--- src/rtl/gpt_pkg.sv ---
package gpt_pkg;
  localparam int ADDR_W = 2;
  localparam logic [ADDR_W-1:0] A_CTRL  = 2'd0;
  localparam logic [ADDR_W-1:0] A_MATCH = 2'd1;
  localparam logic [ADDR_W-1:0] A_COUNT = 2'd2;

  typedef struct packed {
    logic hold;        // bit 4: keep count after pulse end
    logic act_lo;      // bit 3: active-low gate
    logic act_hi;      // bit 2: active-high gate
    logic pulse_mode;  // bit 1: input-gated mode
    logic slow_sel;    // bit 0: slow timebase
  } ctrl_t;

  localparam int CTRL_W = $bits(ctrl_t);
endpackage

--- src/rtl/gpt_prescaler.sv ---
module gpt_prescaler #(
  parameter int FAST_DIV = 2000,
  parameter int SLOW_DIV = 50000
) (
  input  logic clk,
  input  logic rst_n,
  input  logic restart,
  input  logic slow_sel,
  output logic tick
);
  localparam int MAX_DIV = (FAST_DIV > SLOW_DIV) ? FAST_DIV : SLOW_DIV;
  localparam int PCW     = $clog2(MAX_DIV);

  logic [PCW-1:0] pcnt_q, pcnt_d, limit;
  logic           wrap;

  assign limit = slow_sel ? PCW'(SLOW_DIV - 1) : PCW'(FAST_DIV - 1);
  assign wrap  = (pcnt_q >= limit);
  assign tick  = wrap && !restart;

  always_comb begin
    pcnt_d = pcnt_q;
    if (restart)   pcnt_d = '0;
    else if (wrap) pcnt_d = '0;
    else           pcnt_d = pcnt_q + 1'b1;
  end

  always_ff @(posedge clk or negedge rst_n) begin
    if (!rst_n) pcnt_q <= '0;
    else        pcnt_q <= pcnt_d;
  end

  AST_TICK_SPACED: assert property (@(posedge clk) disable iff (!rst_n)
    tick |=> !tick) else $error("tick on consecutive cycles");
  AST_RESTART_QUIET: assert property (@(posedge clk) disable iff (!rst_n)
    restart |=> !tick) else $error("tick right after restart");
endmodule

--- src/rtl/gpt_sync.sv ---
module gpt_sync #(
  parameter int STAGES = 2
) (
  input  logic clk,
  input  logic rst_n,
  input  logic din,
  output logic dout
);
  logic [STAGES-1:0] sr_q;

  always_ff @(posedge clk or negedge rst_n) begin
    if (!rst_n) sr_q <= '0;
    else        sr_q <= {sr_q[STAGES-2:0], din};
  end

  assign dout = sr_q[STAGES-1];
endmodule

--- src/rtl/gpt_core.sv ---
module gpt_core #(
  parameter int CW = 8
) (
  input  logic          clk,
  input  logic          rst_n,
  input  logic          tick,
  input  logic          gate,
  input  logic          pulse_mode,
  input  logic          hold,
  input  logic          clr_req,
  input  logic          rd_clr,
  input  logic [CW-1:0] match,
  output logic [CW-1:0] cnt,
  output logic          irq
);
  localparam logic [CW-1:0] ALL1 = '1;

  logic [CW-1:0] cnt_q, cnt_d, cnt_inc;
  logic          irq_q, irq_d, gate_q, pend;

  assign cnt_inc = cnt_q + 1'b1;
  assign pend    = gate_q && !gate;

  always_comb begin
    cnt_d = cnt_q;
    irq_d = 1'b0;
    if (clr_req || rd_clr) begin
      cnt_d = '0;
    end else if (pulse_mode) begin
      if (pend && !hold) begin
        cnt_d = '0;
      end else if (tick && gate && (cnt_q != ALL1)) begin
        cnt_d = cnt_inc;
        irq_d = (cnt_inc == match);
      end
    end else if (tick) begin
      if (cnt_inc == match) begin
        cnt_d = '0;
        irq_d = 1'b1;
      end else begin
        cnt_d = cnt_inc;
      end
    end
  end

  always_ff @(posedge clk or negedge rst_n) begin
    if (!rst_n) begin
      cnt_q  <= '0;
      irq_q  <= 1'b0;
      gate_q <= 1'b0;
    end else begin
      cnt_q  <= cnt_d;
      irq_q  <= irq_d;
      gate_q <= gate;
    end
  end

  assign cnt = cnt_q;
  assign irq = irq_q;

  AST_IRQ_ON_TICK: assert property (@(posedge clk) disable iff (!rst_n)
    irq_q |-> $past(tick)) else $error("irq without tick");
  AST_PERIODIC_RESTART: assert property (@(posedge clk) disable iff (!rst_n)
    (irq_q && !pulse_mode) |-> (cnt_q == '0)) else $error("no restart on match");
  AST_GATE_OFF_HOLDS: assert property (@(posedge clk) disable iff (!rst_n)
    (pulse_mode && !gate && !gate_q && !clr_req && !rd_clr) |=> $stable(cnt_q))
    else $error("count moved with gate off");
  AST_SAT_STICKY: assert property (@(posedge clk) disable iff (!rst_n)
    (pulse_mode && cnt_q == ALL1 && !clr_req && !rd_clr && !(pend && !hold)) |=> (cnt_q == ALL1))
    else $error("saturated count left all-ones");
  AST_AUTO_CLEAR: assert property (@(posedge clk) disable iff (!rst_n)
    (pulse_mode && pend && !hold) |=> (cnt_q == '0)) else $error("no auto clear");
  AST_READ_CLEARS: assert property (@(posedge clk) disable iff (!rst_n)
    rd_clr |=> (cnt_q == '0)) else $error("read did not clear");
endmodule

--- src/rtl/gated_pulse_timer.sv ---
module gated_pulse_timer
  import gpt_pkg::*;
#(
  parameter int CW          = 8,
  parameter int FAST_DIV    = 2000,
  parameter int SLOW_DIV    = 50000,
  parameter int SYNC_STAGES = 2
) (
  input  logic              clk,
  input  logic              rst_n,
  input  logic              wr_en,
  input  logic [ADDR_W-1:0] wr_addr,
  input  logic [CW-1:0]     wr_data,
  input  logic              rd_en,
  input  logic [ADDR_W-1:0] rd_addr,
  output logic [CW-1:0]     rd_data,
  input  logic              pulse_in,
  output logic              irq
);
  logic [1:0]    rst_sq;
  logic          rst_i;
  ctrl_t         ctrl_q, ctrl_d;
  logic [CW-1:0] match_q, match_d, cnt;
  logic          wr_ctrl, wr_match, rd_clr, tick, pin_s, gate;

  // reset: asserted asynchronously, released after two clocks
  always_ff @(posedge clk or negedge rst_n) begin
    if (!rst_n) rst_sq <= '0;
    else        rst_sq <= {rst_sq[0], 1'b1};
  end
  assign rst_i = rst_sq[1];

  assign wr_ctrl  = wr_en && (wr_addr == A_CTRL);
  assign wr_match = wr_en && (wr_addr == A_MATCH);
  assign rd_clr   = rd_en && (rd_addr == A_COUNT) && ctrl_q.hold;

  always_comb begin
    ctrl_d  = wr_ctrl  ? ctrl_t'(wr_data[CTRL_W-1:0]) : ctrl_q;
    match_d = wr_match ? wr_data : match_q;
  end

  always_ff @(posedge clk or negedge rst_i) begin
    if (!rst_i) begin
      ctrl_q  <= '0;
      match_q <= '0;
    end else begin
      ctrl_q  <= ctrl_d;
      match_q <= match_d;
    end
  end

  always_comb begin
    case (rd_addr)
      A_CTRL:  rd_data = CW'(ctrl_q);
      A_MATCH: rd_data = match_q;
      A_COUNT: rd_data = cnt;
      default: rd_data = '0;
    endcase
  end

  gpt_prescaler #(.FAST_DIV(FAST_DIV), .SLOW_DIV(SLOW_DIV)) u_presc (
    .clk(clk), .rst_n(rst_i), .restart(wr_ctrl), .slow_sel(ctrl_q.slow_sel), .tick(tick)
  );

  gpt_sync #(.STAGES(SYNC_STAGES)) u_sync (
    .clk(clk), .rst_n(rst_i), .din(pulse_in), .dout(pin_s)
  );

  assign gate = ( ctrl_q.act_hi && !ctrl_q.act_lo &&  pin_s) ||
                (!ctrl_q.act_hi &&  ctrl_q.act_lo && !pin_s);

  gpt_core #(.CW(CW)) u_core (
    .clk(clk), .rst_n(rst_i), .tick(tick), .gate(gate),
    .pulse_mode(ctrl_q.pulse_mode), .hold(ctrl_q.hold),
    .clr_req(wr_ctrl), .rd_clr(rd_clr), .match(match_q),
    .cnt(cnt), .irq(irq)
  );

  AST_CTRL_WRITE_CLEARS: assert property (@(posedge clk) disable iff (!rst_i)
    wr_ctrl |=> (cnt == '0 && !irq)) else $error("control write left count");
  AST_BAD_POLARITY_IDLE: assert property (@(posedge clk) disable iff (!rst_i)
    (ctrl_q.act_hi == ctrl_q.act_lo) |-> !gate) else $error("gate with invalid polarity");
endmodule

--- config.mk ---
export PLATFORM = sky130hd
export DESIGN_NAME = gated_pulse_timer
export DESIGN_NICKNAME = d
export VERILOG_FILES = /design/src/rtl/gpt_pkg.sv /design/src/rtl/gpt_prescaler.sv /design/src/rtl/gpt_sync.sv /design/src/rtl/gpt_core.sv /design/src/rtl/gated_pulse_timer.sv
export SDC_FILE = /design/constraint.sdc
export NUM_CORES = 1
export LEC_CHECK = 0
export BUFFER_PORTS_ARGS = -buffer_cell sky130_fd_sc_hd__buf_4
export CORE_MARGIN = 3
export CORE_UTILIZATION = 40
export CTS_BUF_LIST = sky130_fd_sc_hd__clkbuf_4
export DETAILED_ROUTE_END_ITERATION = 10
export PLACE_DENSITY = 0.55
export SETUP_SLACK_MARGIN = 0.2
export SLEW_MARGIN = 20
export SYNTH_ARGS = -nofsm -noshare
export SYNTH_HDL_FRONTEND = slang
export SYNTH_SLANG_ARGS = --single-unit
--- constraint.sdc ---
create_clock -name clk -period 1.6 [get_ports clk]
set_input_delay 0.16 -clock clk [delete_from_list [all_inputs] [get_ports clk]]
set_output_delay 0.16 -clock clk [all_outputs]
set_load 0.005 [all_outputs]
### After elaboration in Yosys (flattened, before gate mapping)

Cells that the tools add are included.

| operators by class | value |
|---|---|
| add/subtract/negate cells | 2 |
| $lt $le $gt $ge | 1 |
| equal/unequal tests | 6 |
| mux-type cells | 16 |
| reduce and logical (&&, ||, !) cells | 25 |

Operators by type and width:

| kind | number |
|---|---|
| 2-to-1 mux 16 bit | 3 |
| 2-to-1 mux 8 bit | 6 |
| case mux 8 bit (3 select lines) | 1 |
| adder 16 x 1 -> 16 bit (second input constant) | 1 |
| >= comparator 16 bit | 1 |
| logical AND 1 bit | 13 |
| adder 8 x 1 -> 8 bit (second input constant) | 1 |
| equality test 8 bit | 1 |
| != test 8 bit (second input constant) | 1 |
| zero test 1 bit | 6 |
| 2-to-1 mux 1 bit | 6 |
| equality test 2 x 1 -> 1 bit (second input constant) | 2 |
| zero test 2 bit | 2 |
| != test 4 x 1 -> 1 bit (second input constant) | 1 |
| nonzero test 3 bit | 1 |
| equality test 2 bit (second input constant) | 1 |
| logical OR 1 bit | 2 |
| AND reduction 2 bit | 1 |

| storage, ports and cells | value |
|---|---|
| register bits after elaboration | 43 |
| input port bits | 17 |
| output and inout bits | 9 |
| logic and storage cells | 62 |

### Logic depth before layout (Yosys ltp)

Gate-level depths: netlist of run 1.

| depth | value |
|---|---|
| word-level depth | 10 |
| depth in mapped cells | 9 |
| depth with buffers taken out | 8 |

### By module

From an unflattened synthesis of run 1, not the netlist that was laid out.

| unflattened totals | value |
|---|---|
| cells, all modules | 228 |
| area total of the unflattened synthesis | 2399.8 um2 |

By module, submodules not included:

| module | instances | cells an instance | area each (um2) |
|---|---|---|---|
| gpt_prescaler | 1 | 93 | 884.6 |
| gpt_core | 1 | 81 | 744.5 |
| gated_pulse_timer | 1 | 52 | 720.7 |
| gpt_sync | 1 | 2 | 50.0 |

### Worst setup path before layout of run 1

No wires, ideal clock.

| timing | value |
|---|---|
| path type | flip-flop to flip-flop |
| start | reg ctrl_q[0] (netlist bit) |
| end | reg u_core.cnt_q[3], in the netlist u_core.cnt[3] |
| setup time | 0.124 ns |
| data arrival time | 2.038 ns |
| path slack | -0.562 ns |
| cell stages (with the launch flop) | 10 |
| buffers on the path | 1 |
| period minus slack after synthesis | 2.162 ns |
| cell sequence | dfrtp_1 > inv_1 > ha_1 > nand3_1 > nor4b_4 > a211oi_2 > a211o_2 > buf_6 > and3_2 > a211o_1 |

| between the ends | value |
|---|---|
| cells in the longest elaborated chain, start to end | 7 |
| elaborated cells on any way between the ends | 8 |
| those cells by class | order compare (1); eq/ne (1); mux (1); reduce/logical (5) |

Ends and longest elaborated chain:

| element | RTL line | source |
|---|---|---|
| start: declaration | gated_pulse_timer.sv:22 | `ctrl_t ctrl_q, ctrl_d;` |
| start signal: assignment | gated_pulse_timer.sv:47 | `ctrl_q <= ctrl_d;` |
| 2-to-1 mux 16 bit * | gpt_prescaler.sv:17 | `assign limit = slow_sel ? PCW'(SLOW_DIV - 1) : PCW'(FAST_DIV - 1);` |
| >= comparator 16 bit * | gpt_prescaler.sv:18 | `assign wrap = (pcnt_q >= limit);` |
| logical AND 1 bit * | gpt_prescaler.sv:19 | `assign tick = wrap && !restart;` |
| logical AND 1 bit (2 in series) | gpt_core.sv:32 | `end else if (tick && gate && (cnt_q != ALL1)) begin` |
| != test 4 x 1 -> 1 bit (no source line) | -- |  |
| AND reduction 2 bit (no source line) * | -- |  |
| end signal: assignment | gpt_core.sv:52 | `cnt_q <= cnt_d;` |
| end: declaration | gpt_core.sv:18 | `logic [CW-1:0] cnt_q, cnt_d, cnt_inc;` |

Every way passes the cells marked *; elsewhere a longest branch is shown, timed or not.
A chain may end at the register's enable or synchronous reset.

### Final worst setup path of run 1

| timing | value |
|---|---|
| start | reg ctrl_q[0] (netlist bit) |
| end | reg u_core.cnt_q[5], in the netlist u_core.cnt[5] |

The elaborated chain is that of the path after synthesis.

==> metrics.md, run 1 <==
| Metric | Value |
|---|---|
| Switching part of the total power | about 28% |
| Die ar. | around 7000 sq um |
| Number of flops mapped to enable cells by yosys | 0 |
| Total wire length after detailed routing | 6.14 mm |
| Finish-stage setup viols | 25 |
| Post-Route Hold Slack | approximately 0.018 ns |
| Net count reported at finish | 370 |
| Effective utilization at floorplan | between 40% and 50% |
| LEAKAGE | between 1.5 and 2 nW |
| Fin crit share | 137% |
| Crit Path Max Fanout | 6 |
| Width of the die | between 80 and 90 um |
| Initial antenna violation count | 0 |
| Startpoint types | flop |
| Critical Setup Path Class | reg2reg |
| Most frequent cell after synthesis | sky130_fd_sc_hd__dfrtp_1 |
| Ordered list of cells on the worst path | ha_1 -> a21oi_2 -> nor4b_4 -> a211oi_2 -> a211o_2 -> buf_6 -> and3_4 -> a211o_1 |
| Share of synthesized area occupied by flip-flops and latches | between 40% and 50% |
| Pwr/cell area | between 700 and 800 nW/um^2 |
| Fraction of power consumed by the clock network | 25.7% |
| Proportion of power drawn by flip-flops and latches | between 40% and 50% |
| Pin count of the biggest net entering global routing | 29 |
| Core ar. | ~5600 sq um |
| Proportion of power drawn by combinational gates | 28.2% |
| Violated checks | setup timing |
| Clock slew at the register clock pins of the worst setup and hold paths | roughly 0.14 ns |
| TritonCTS clock tree | yes |
| Syn Nets | between 200 and 300 |
| Vias per inst | between 5 and 6 |
| Result of the run | finished with violations |
| Cells taking the most area after synthesis | sky130_fd_sc_hd__dfrtp_1 (45%), sky130_fd_sc_hd__xor2_1 (5.5%), sky130_fd_sc_hd__nand2_1 (5.0%) |
| Vertical extent of the die | roughly 83 um |
| Number of buffers created by CTS | 5 |
| Number of routed nets with antenna violations | 0 |
| PnR worst setup slack | -0.593 ns |
| Post-synthesis instance area | 2400 sq um |
| Tot GR Track Use | between 10% and 20% |
| Layer carrying the most global-route usage | met2 |
| Insertion delay of the later-clocked pin in the worst-skew pair | 0.35 ns |
| Clock skew after layout | about 0.011 ns |
| Post-synthesis cell count | between 200 and 250 |
| Psw | ~0.00079 W |
| Portion of synthesized cell area occupied by the leading cell type | between 40% and 50% |
| Count of final hold-check violations | 0 |
| End-of-flow core utilization | 62.9% |
| Min-delay worst type | in2reg |
| Achievable clock frequency | between 400 and 500 MHz |
| Area Overhead vs Synth | 47.6% |
| Cell at the root of the clock tree | sky130_fd_sc_hd__clkbuf_4 |
| Drt pass-1 iters | 4 |
| Count of filler cells inserted in the layout | between 400 and 500 |
| CTS sink cnt | 43 |
| Pint | 0.00203 W |
| Total overflow reported by the global router | 0 |
| YS warnings | 0 |
| Detailed placer's ending HPWL | ~4.5 mm |
| Proportion of register bits with asynchronous set or reset after synthesis | between 90% and 100% |
| Total via count after detailed routing | ~2.1k |
| I/O pin cnt | 26 |
| GR Layer Usage met2 | between 20 and 30% |
| Number of remaining DRC errors | 0 |
| Met3 usage in global routing | under 10% |
| Distinct cell type count of the synthesized netlist | 47 |
| Crit path required time | approximately 1.9 ns |
| Arrival time of the worst setup path | about 2.4 ns |
| Library cell occupying the most area in the post-synthesis netlist | sky130_fd_sc_hd__dfrtp_1 |
| Final weighted congestion in routability-driven placement | just over 0.8 |
| Row Count | 27 |
| Register bit count reported by yosys | 43 |
| Total count of max-transition violations in the final report | 0 |
| Most numerous cell types in the synthesized netlist | sky130_fd_sc_hd__dfrtp_1 (43), sky130_fd_sc_hd__nand2_1 (32), sky130_fd_sc_hd__nor2_1 (29) |
| Maximum ir drop on the vdd rail | 518 uV |
| Mean cell area of the mapped netlist | 9.69 sq um |
| Worst Setup End Kind | flop |
| GR met1 Demand/Resource | 27.4% |
| Maximum Capacitance Violations | 0 |
| Crit-path slowest cell | sky130_fd_sc_hd__dfrtp_1 |
| Total negative slack for setup checks | -9.90 ns |
| Initial DRC count | about 110 |
| Antenna Diode Count | 0 |
| Min Tclk post-route | around 2.2 ns |
| Setup repair after global routing missed its margin | yes |
| Longest Clk Path Bufs | 2 |
| Number of global-route vias before repair | roughly 2.1k |
| I/O Buffers | 25 |
| Peak per-stage delay on the critical path | 0.44 ns |
| Layout cells sized above 1 | between 40% and 50% |
| Wire length of the first global-routing pass | around 10 mm |
| Commonest register cell after synthesis | sky130_fd_sc_hd__dfrtp_1 |
| Routed len/inst | ~15 um |
| Number of H-tree levels | 2 |
| DP Worst Slack | -0.630 ns |
through the flow:
stage | power [W] | instance area (sq um) | cells
after floorplan | 0.00166 | 2480 | 248
after global placement | 0.00201 | 3220 | 402
after detailed placement | 0.00202 | 3220 | 402
after CTS | 0.00284 | 3530 | 419
after global routing | 0.00299 | 3550 | 420
final | 0.00282 | 3550 | 420
final cells by class:
class,count,area (sq um),area share (%)
flip-flops and latches,43,1080,30.4
repair buffers,102,842,23.7
clock inverters,2,37.5,1.06
inverters,1,3.75,0.106
clock buffers,6,45.0,1.27
well taps,72,90.1,2.54
multi-input cells,194,1450,40.9
routing by layer:
metal / vias up / share of wire [%]
met4: 0 / 0.96
met3: 4 / 3.8
met1: 998 / 50
met2: 34 / 45
met5: - / 0
li1: 1067 / -
state kept, by name, summed over array words and instances (netlist names):
register and cells:
rst_sq 2, ctrl_q 5, u_presc.pcnt_q 16, match_q 8, u_sync.sr_q 2, u_core.irq 1
u_core.cnt 8, u_core.gate_q 1
path summary, 6_finish.rpt:
kind,cells after the start,from,endpoint,slack [ns]
max reg2reg,8,ctrl_q[0],u_core.cnt[5],-0.59
min in group asynchronous,2,rst_n,rst_sq[1],0.11
min,3,wr_data[1],ctrl_q[1],0.02
max in group asynchronous,1,rst_sq[1],u_core.cnt[5],0.95
max,8,ctrl_q[0],u_core.cnt[5],-0.59
min reg2reg,0,rst_sq[1],u_sync.sr_q[1],0.17
critical path: cells and delay by family, from the launching register on:
kind / cells / cell delay (ns)
AO/OA/AOI/OAI: 4 / 0.76
buffers and inverters: 1 / 0.16
adder cells (fa/ha/maj): 1 / 0.31
flip-flops: 1 / 0.44
AND/OR/NAND/NOR: 2 / 0.43
power groups by stage:
stage / Sequential (W) / Clock (W) / Combinational (W)
after CTS: 0.00130 / 0.000743 / 0.000796
after floorplan: 0.00133 / 0 / 0.000324
final: 0.00130 / 0.000724 / 0.000796
after global placement: 0.00132 / 0 / 0.000693
after global routing: 0.00132 / 0.000788 / 0.000884
after detailed placement: 0.00132 / 0 / 0.000697
cells in the final DEF, fill, tap and decap left out, types with 4 or more instances in the layout:
cell type / instances
sky130_fd_sc_hd__and3_4: 8
sky130_fd_sc_hd__nand3_1: 19
sky130_fd_sc_hd__xor2_1: 15
sky130_fd_sc_hd__mux2_2: 8
sky130_fd_sc_hd__clkbuf_4: 6
sky130_fd_sc_hd__buf_6: 5
sky130_fd_sc_hd__buf_4: 89
sky130_fd_sc_hd__nand2_1: 31
sky130_fd_sc_hd__dlygate4sd3_1: 5
sky130_fd_sc_hd__o21ai_0: 5
sky130_fd_sc_hd__xnor2_1: 10
sky130_fd_sc_hd__o21ai_1: 4
sky130_fd_sc_hd__nor2_1: 20
sky130_fd_sc_hd__mux2i_1: 5
sky130_fd_sc_hd__dfrtp_1: 41
sky130_fd_sc_hd__a211o_1: 6
sky130_fd_sc_hd__nor2_4: 8
what timing repair did:
item / CTS / global route
gates cloned: 1 / 0
buffers inserted: 3 / 1
resized for setup: 34 / 3
setup endpoints to repair: 33 / 33
pin swaps: 23 / 2
hold buffers: 5 / 0
hold endpoints to repair: 6 / 0
cell families after synthesis:
family          count (synthesis)  share of synthesized area [%]
other cells                     1                          0.156
mux                            13                           5.83
simple gates                  119                           25.4
buf+inv                        11                           2.29
flops                          43                           44.8
compound gates                 30                           9.32
fa+ha+maj                       6                           3.12
xor+xnor                       25                           9.11
Note: power is estimated with default switching activity, not from simulation.
==> inputs of run 2 (changes only) <==
SYNTH_HIERARCHICAL = 1   (was default)
==> run 2 against run 1 <==
Net effect:
- sequential share of layout area shrank 0.80 points
- core utilization rose by 1.7 points
- register-to-register slack got worse by 0.40 ns
- the run still ends with setup timing left
- wire length down 1.2%
- worst setup slack got worse by 0.40 ns
- critical path type unchanged
- maximum frequency fell by 15%
==> metrics.md, run 2 <==
| Metric | Value |
|---|---|
| Post-synthesis instance area | between 2000 and 2500 sq um |
| YS warnings | 6 |
| Crit Path Max Fanout | 12 |
| Layout cells sized above 1 | between 40 and 50% |
| Critical Setup Path Class | reg2reg |
| Worst r2r path cells | 11 |
| End-of-flow core utilization | between 60% and 70% |
| Final non-filler cell area | 3640 sq um |
| Clock skew after layout | 0.0158 ns |
| Number of routed nets with antenna violations | 0 |
| Critical Path Sink | u_core/cnt[3] |
| Number of H-tree levels | 2 |
| Ordered list of cells on the worst path | ha_4 -> a21oi_2 -> or4_4 -> o21ai_2 -> and2_1 -> a21boi_4 -> nor3b_4 -> a21boi_4 -> buf_12 -> a21oi_2 -> o21ai_1 |
| Most common cell after layout, fill and taps aside | sky130_fd_sc_hd__buf_4 |
| Worst setup path start | ctrl_q[0] |
| Mean cell area of the mapped netlist | 10.5 sq um |
| Category of cells accounting for the largest share of critical-path delay | simple AND/OR/NAND/NOR gates |
| Initial DRC count | 99 |
| Max FFs per register | 16 |
| Wire length of the first global-routing pass | 10.1 mm |
| Total negative slack for setup checks | -21.93 ns |
| Pwr/cell area | just under 800 nW/um^2 |
| Worst-margin pin slew | 0.499 ns |
| Final weighted congestion in routability-driven placement | 0.839 |
| Library cell occupying the most area in the post-synthesis netlist | sky130_fd_sc_hd__dfrtp_1 |
| Capture instance of the worst register-to-register path | u_core/cnt[3] |
| Number of remaining DRC errors | 0 |
| Number of buffers created by CTS | 5 |
| Register bit count reported by yosys | 43 |
| Effective utilization at floorplan | a little over two fifths |
| XOR/XNOR share of the synthesized area | 8.76% |
| Portion of synthesized cell area occupied by the leading cell type | approximately 45% |
| Min Tclk post-route | 2.59 ns |
| Adder-cell area share of the yosys netlist | 3.13% |
| Syn Nets | approximately 250 |
| Pint | a little under 0.002 W |
| Antenna Diode Count | 0 |
| Commonest register cell after synthesis | sky130_fd_sc_hd__dfrtp_1 |
| Initial antenna violation count | 0 |
| Number of global-route vias before repair | around 2.1k |
| Width of the die | about 83 um |
| Vias per inst | just over 5 |
| Internal reg-to-reg setup slack | -0.99 ns |
| Vertical extent of the die | 83.5 um |
| Area share of and/or/nand/nor cells after synthesis | 20.9% |
| Combinational family with the most area after synthesis | simple AND/OR/NAND/NOR gates |
| Total wire length after detailed routing | just over 6 mm |
| Net count reported at finish | approximately 360 |
| Cell at the root of the clock tree | sky130_fd_sc_hd__clkbuf_4 |
| Path length in cells of the critical path | 11 |
| Peak per-stage delay on the critical path | about 0.54 ns |
| Core ar. | around 5600 sq um |
| Area Overhead vs Synth | 51.8% |
| Post-synthesis cell count | between 200 and 250 |
| Proportion of power drawn by combinational gates | between 30% and 40% |
| Detailed placer's ending HPWL | roughly 4.4 mm |
| Number of flops mapped to enable cells by yosys | 0 |
| Min-delay worst type | in2reg |
| Relative slew slack | between 60% and 70% |
| PnR worst setup slack | -0.989 ns |
| Commonest cells after routing, fill and taps aside | sky130_fd_sc_hd__buf_4 (87), sky130_fd_sc_hd__dfrtp_1 (41), sky130_fd_sc_hd__xnor2_1 (20) |
| Psw | about 0.00086 W |
| Startpoint types | flop |
| Proportion of power drawn by flip-flops and latches | about 47% |
| Total overflow reported by the global router | 0 |
| TritonCTS clock tree | yes |
| Fin crit share | 162% |
| Biggest register | u_presc/pcnt_q |
| Count of final hold-check violations | 0 |
| Post-synthesis mux area share | ~8.7% |
| Total via count after detailed routing | a little over 2k |
| Result of the run | finished with violations |
| Proportion of register bits with asynchronous set or reset after synthesis | 100% |
| Insertion delay of the later-clocked pin in the worst-skew pair | between 0.3 and 0.4 ns |
| I/O pin cnt | 26 |
| Finish-stage setup viols | 26 |
| Drt pass-1 iters | 4 |
| Tot GR Track Use | around 18% |
| Pin count of the biggest net entering global routing | 18 |
| Complex-gate fraction of the synthesized area | 10.2% |
| Achievable clock frequency | a little under 400 MHz |
| I/O Buffers | 25 |
| Longest Clk Path Bufs | 2 |
| Most numerous cell types in the synthesized netlist | sky130_fd_sc_hd__dfrtp_1 (43), sky130_fd_sc_hd__nor2_1 (26), sky130_fd_sc_hd__xnor2_1 (20) |
| Routed len/inst | ~15 um |
| Clock slew at the register clock pins of the worst setup and hold paths | 0.13 ns |
| Distinct cell type count of the synthesized netlist | 50 |
| Row Count | 27 |
| CTS sink cnt | 43 |
| Die ar. | a little under 7000 sq um |
| Share of synthesized area occupied by flip-flops and latches | between 40% and 50% |
| Worst Setup End Kind | flop |
| Setup repair after global routing missed its margin | yes |
| Violated checks | setup timing |
| Crit-path slowest cell | sky130_fd_sc_hd__or4_4 |
| Maximum ir drop on the vdd rail | roughly 800 uV |
| Fraction of power consumed by the clock network | between 10% and 20% |
| Most frequent cell after synthesis | sky130_fd_sc_hd__dfrtp_1 |
| Total count of max-transition violations in the final report | 0 |
| Cells taking the most area after synthesis | sky130_fd_sc_hd__dfrtp_1 (45%), sky130_fd_sc_hd__xnor2_1 (7.3%), sky130_fd_sc_hd__mux2_2 (6.6%) |
| Critical R2R Launch | ctrl_q[0] |
| Maximum Capacitance Violations | 0 |
| Switching part of the total power | a little under a third |
| Total placed instance area | 3230 sq um |
| LEAKAGE | 1.61 nW |
| Combined buffer and inverter count along the critical path | 1 |
| Crit path required time | 1.89 ns |
| Arrival time of the worst setup path | 2.88 ns |
==> run 2: worst min-delay path by stage <==
stage | startpoint | to | slack [ns] | depth (start not counted)
floorplan | rst_n | rst_sq[0] | -0.14 | 0
global placement | rst_n | rst_sq[0] | -0.06 | 1
detailed placement | rst_n | rst_sq[0] | -0.06 | 1
CTS | wr_data[5] | match_q[5] | 0.02 | 2
global route | wr_data[1] | match_q[1] | 0.02 | 2
finish | wr_data[5] | match_q[5] | 0.03 | 2
==> run 2: cell families (layout without fill, tap and decap cells) <==
kind of cell / after synthesis / in the layout
mux: 19 / 19
xor+xnor: 24 / 24
fa+ha+maj: 6 / 6
buf+inv: 15 / 124
flops: 43 / 43
other cells: 1 / 1
compound gates: 33 / 33
simple gates: 87 / 87
==> run 2: routing by layer <==
layer / vias up / GRT usage [%] / routed length, um
li1: 1025 / - / -
met4: 0 / 3.51 / 52
met1: 1001 / 27.3 / 3050
met3: 5 / 3.85 / 233
met5: - / 0 / 0
met2: 39 / 26.2 / 2730
==> run 2: through the flow <==
step | total power, W | hold WS, ns | instances | worst slack (ns)
after CTS | 0.00270 | 0.0187 | 407 | -0.940
after global routing | 0.00298 | 0.0207 | 409 | -1.09
after global placement | 0.00209 | -0.0568 | 391 | -0.852
final | 0.00280 | 0.0275 | 409 | -0.989
after detailed placement | 0.00211 | -0.0565 | 391 | -0.943
after floorplan | 0.00171 | -0.136 | 228 | -0.844
==> run 2: power groups by stage <==
stage,Combinational [W],Clock (W),Sequential [W]
floorplan,0.000367,0,0.00134
finish,0.000932,0.000546,0.00132
CTS,0.000806,0.000573,0.00132
global placement,0.000761,0,0.00133
detailed placement,0.000776,0,0.00134
global route,0.00102,0.000621,0.00134
==> run 2: area by class of cell <==
class,instances,area [sq um]
fillers,455,2000
multi-input cells,170,1470
clock inverters,2,12.5
inverters,10,37.5
repair buffers,106,907
flip-flops and latches,43,1080
clock buffers,6,45.0
well taps,72,90.1
==> run 2: worst reg2reg max path: cells and delay by family (launching register included) <==
family | cells | cell delay [ns]
AOI/OAI and AO/OA | 6 | 0.76
buffers and inverters | 1 | 0.14
DFF | 1 | 0.47
and+or+nand+nor | 3 | 0.87
adders and majority gates | 1 | 0.29
==> run 2: what timing repair did <==
item | in CTS | in global routing
buffers inserted | 5 | 2
pin swaps | 7 | 18
setup endpoints to repair | 33 | 33
hold buffers | 2 | 0
hold endpoints to repair | 3 | 0
gates cloned | 1 | 0
resized for setup | 14 | 42
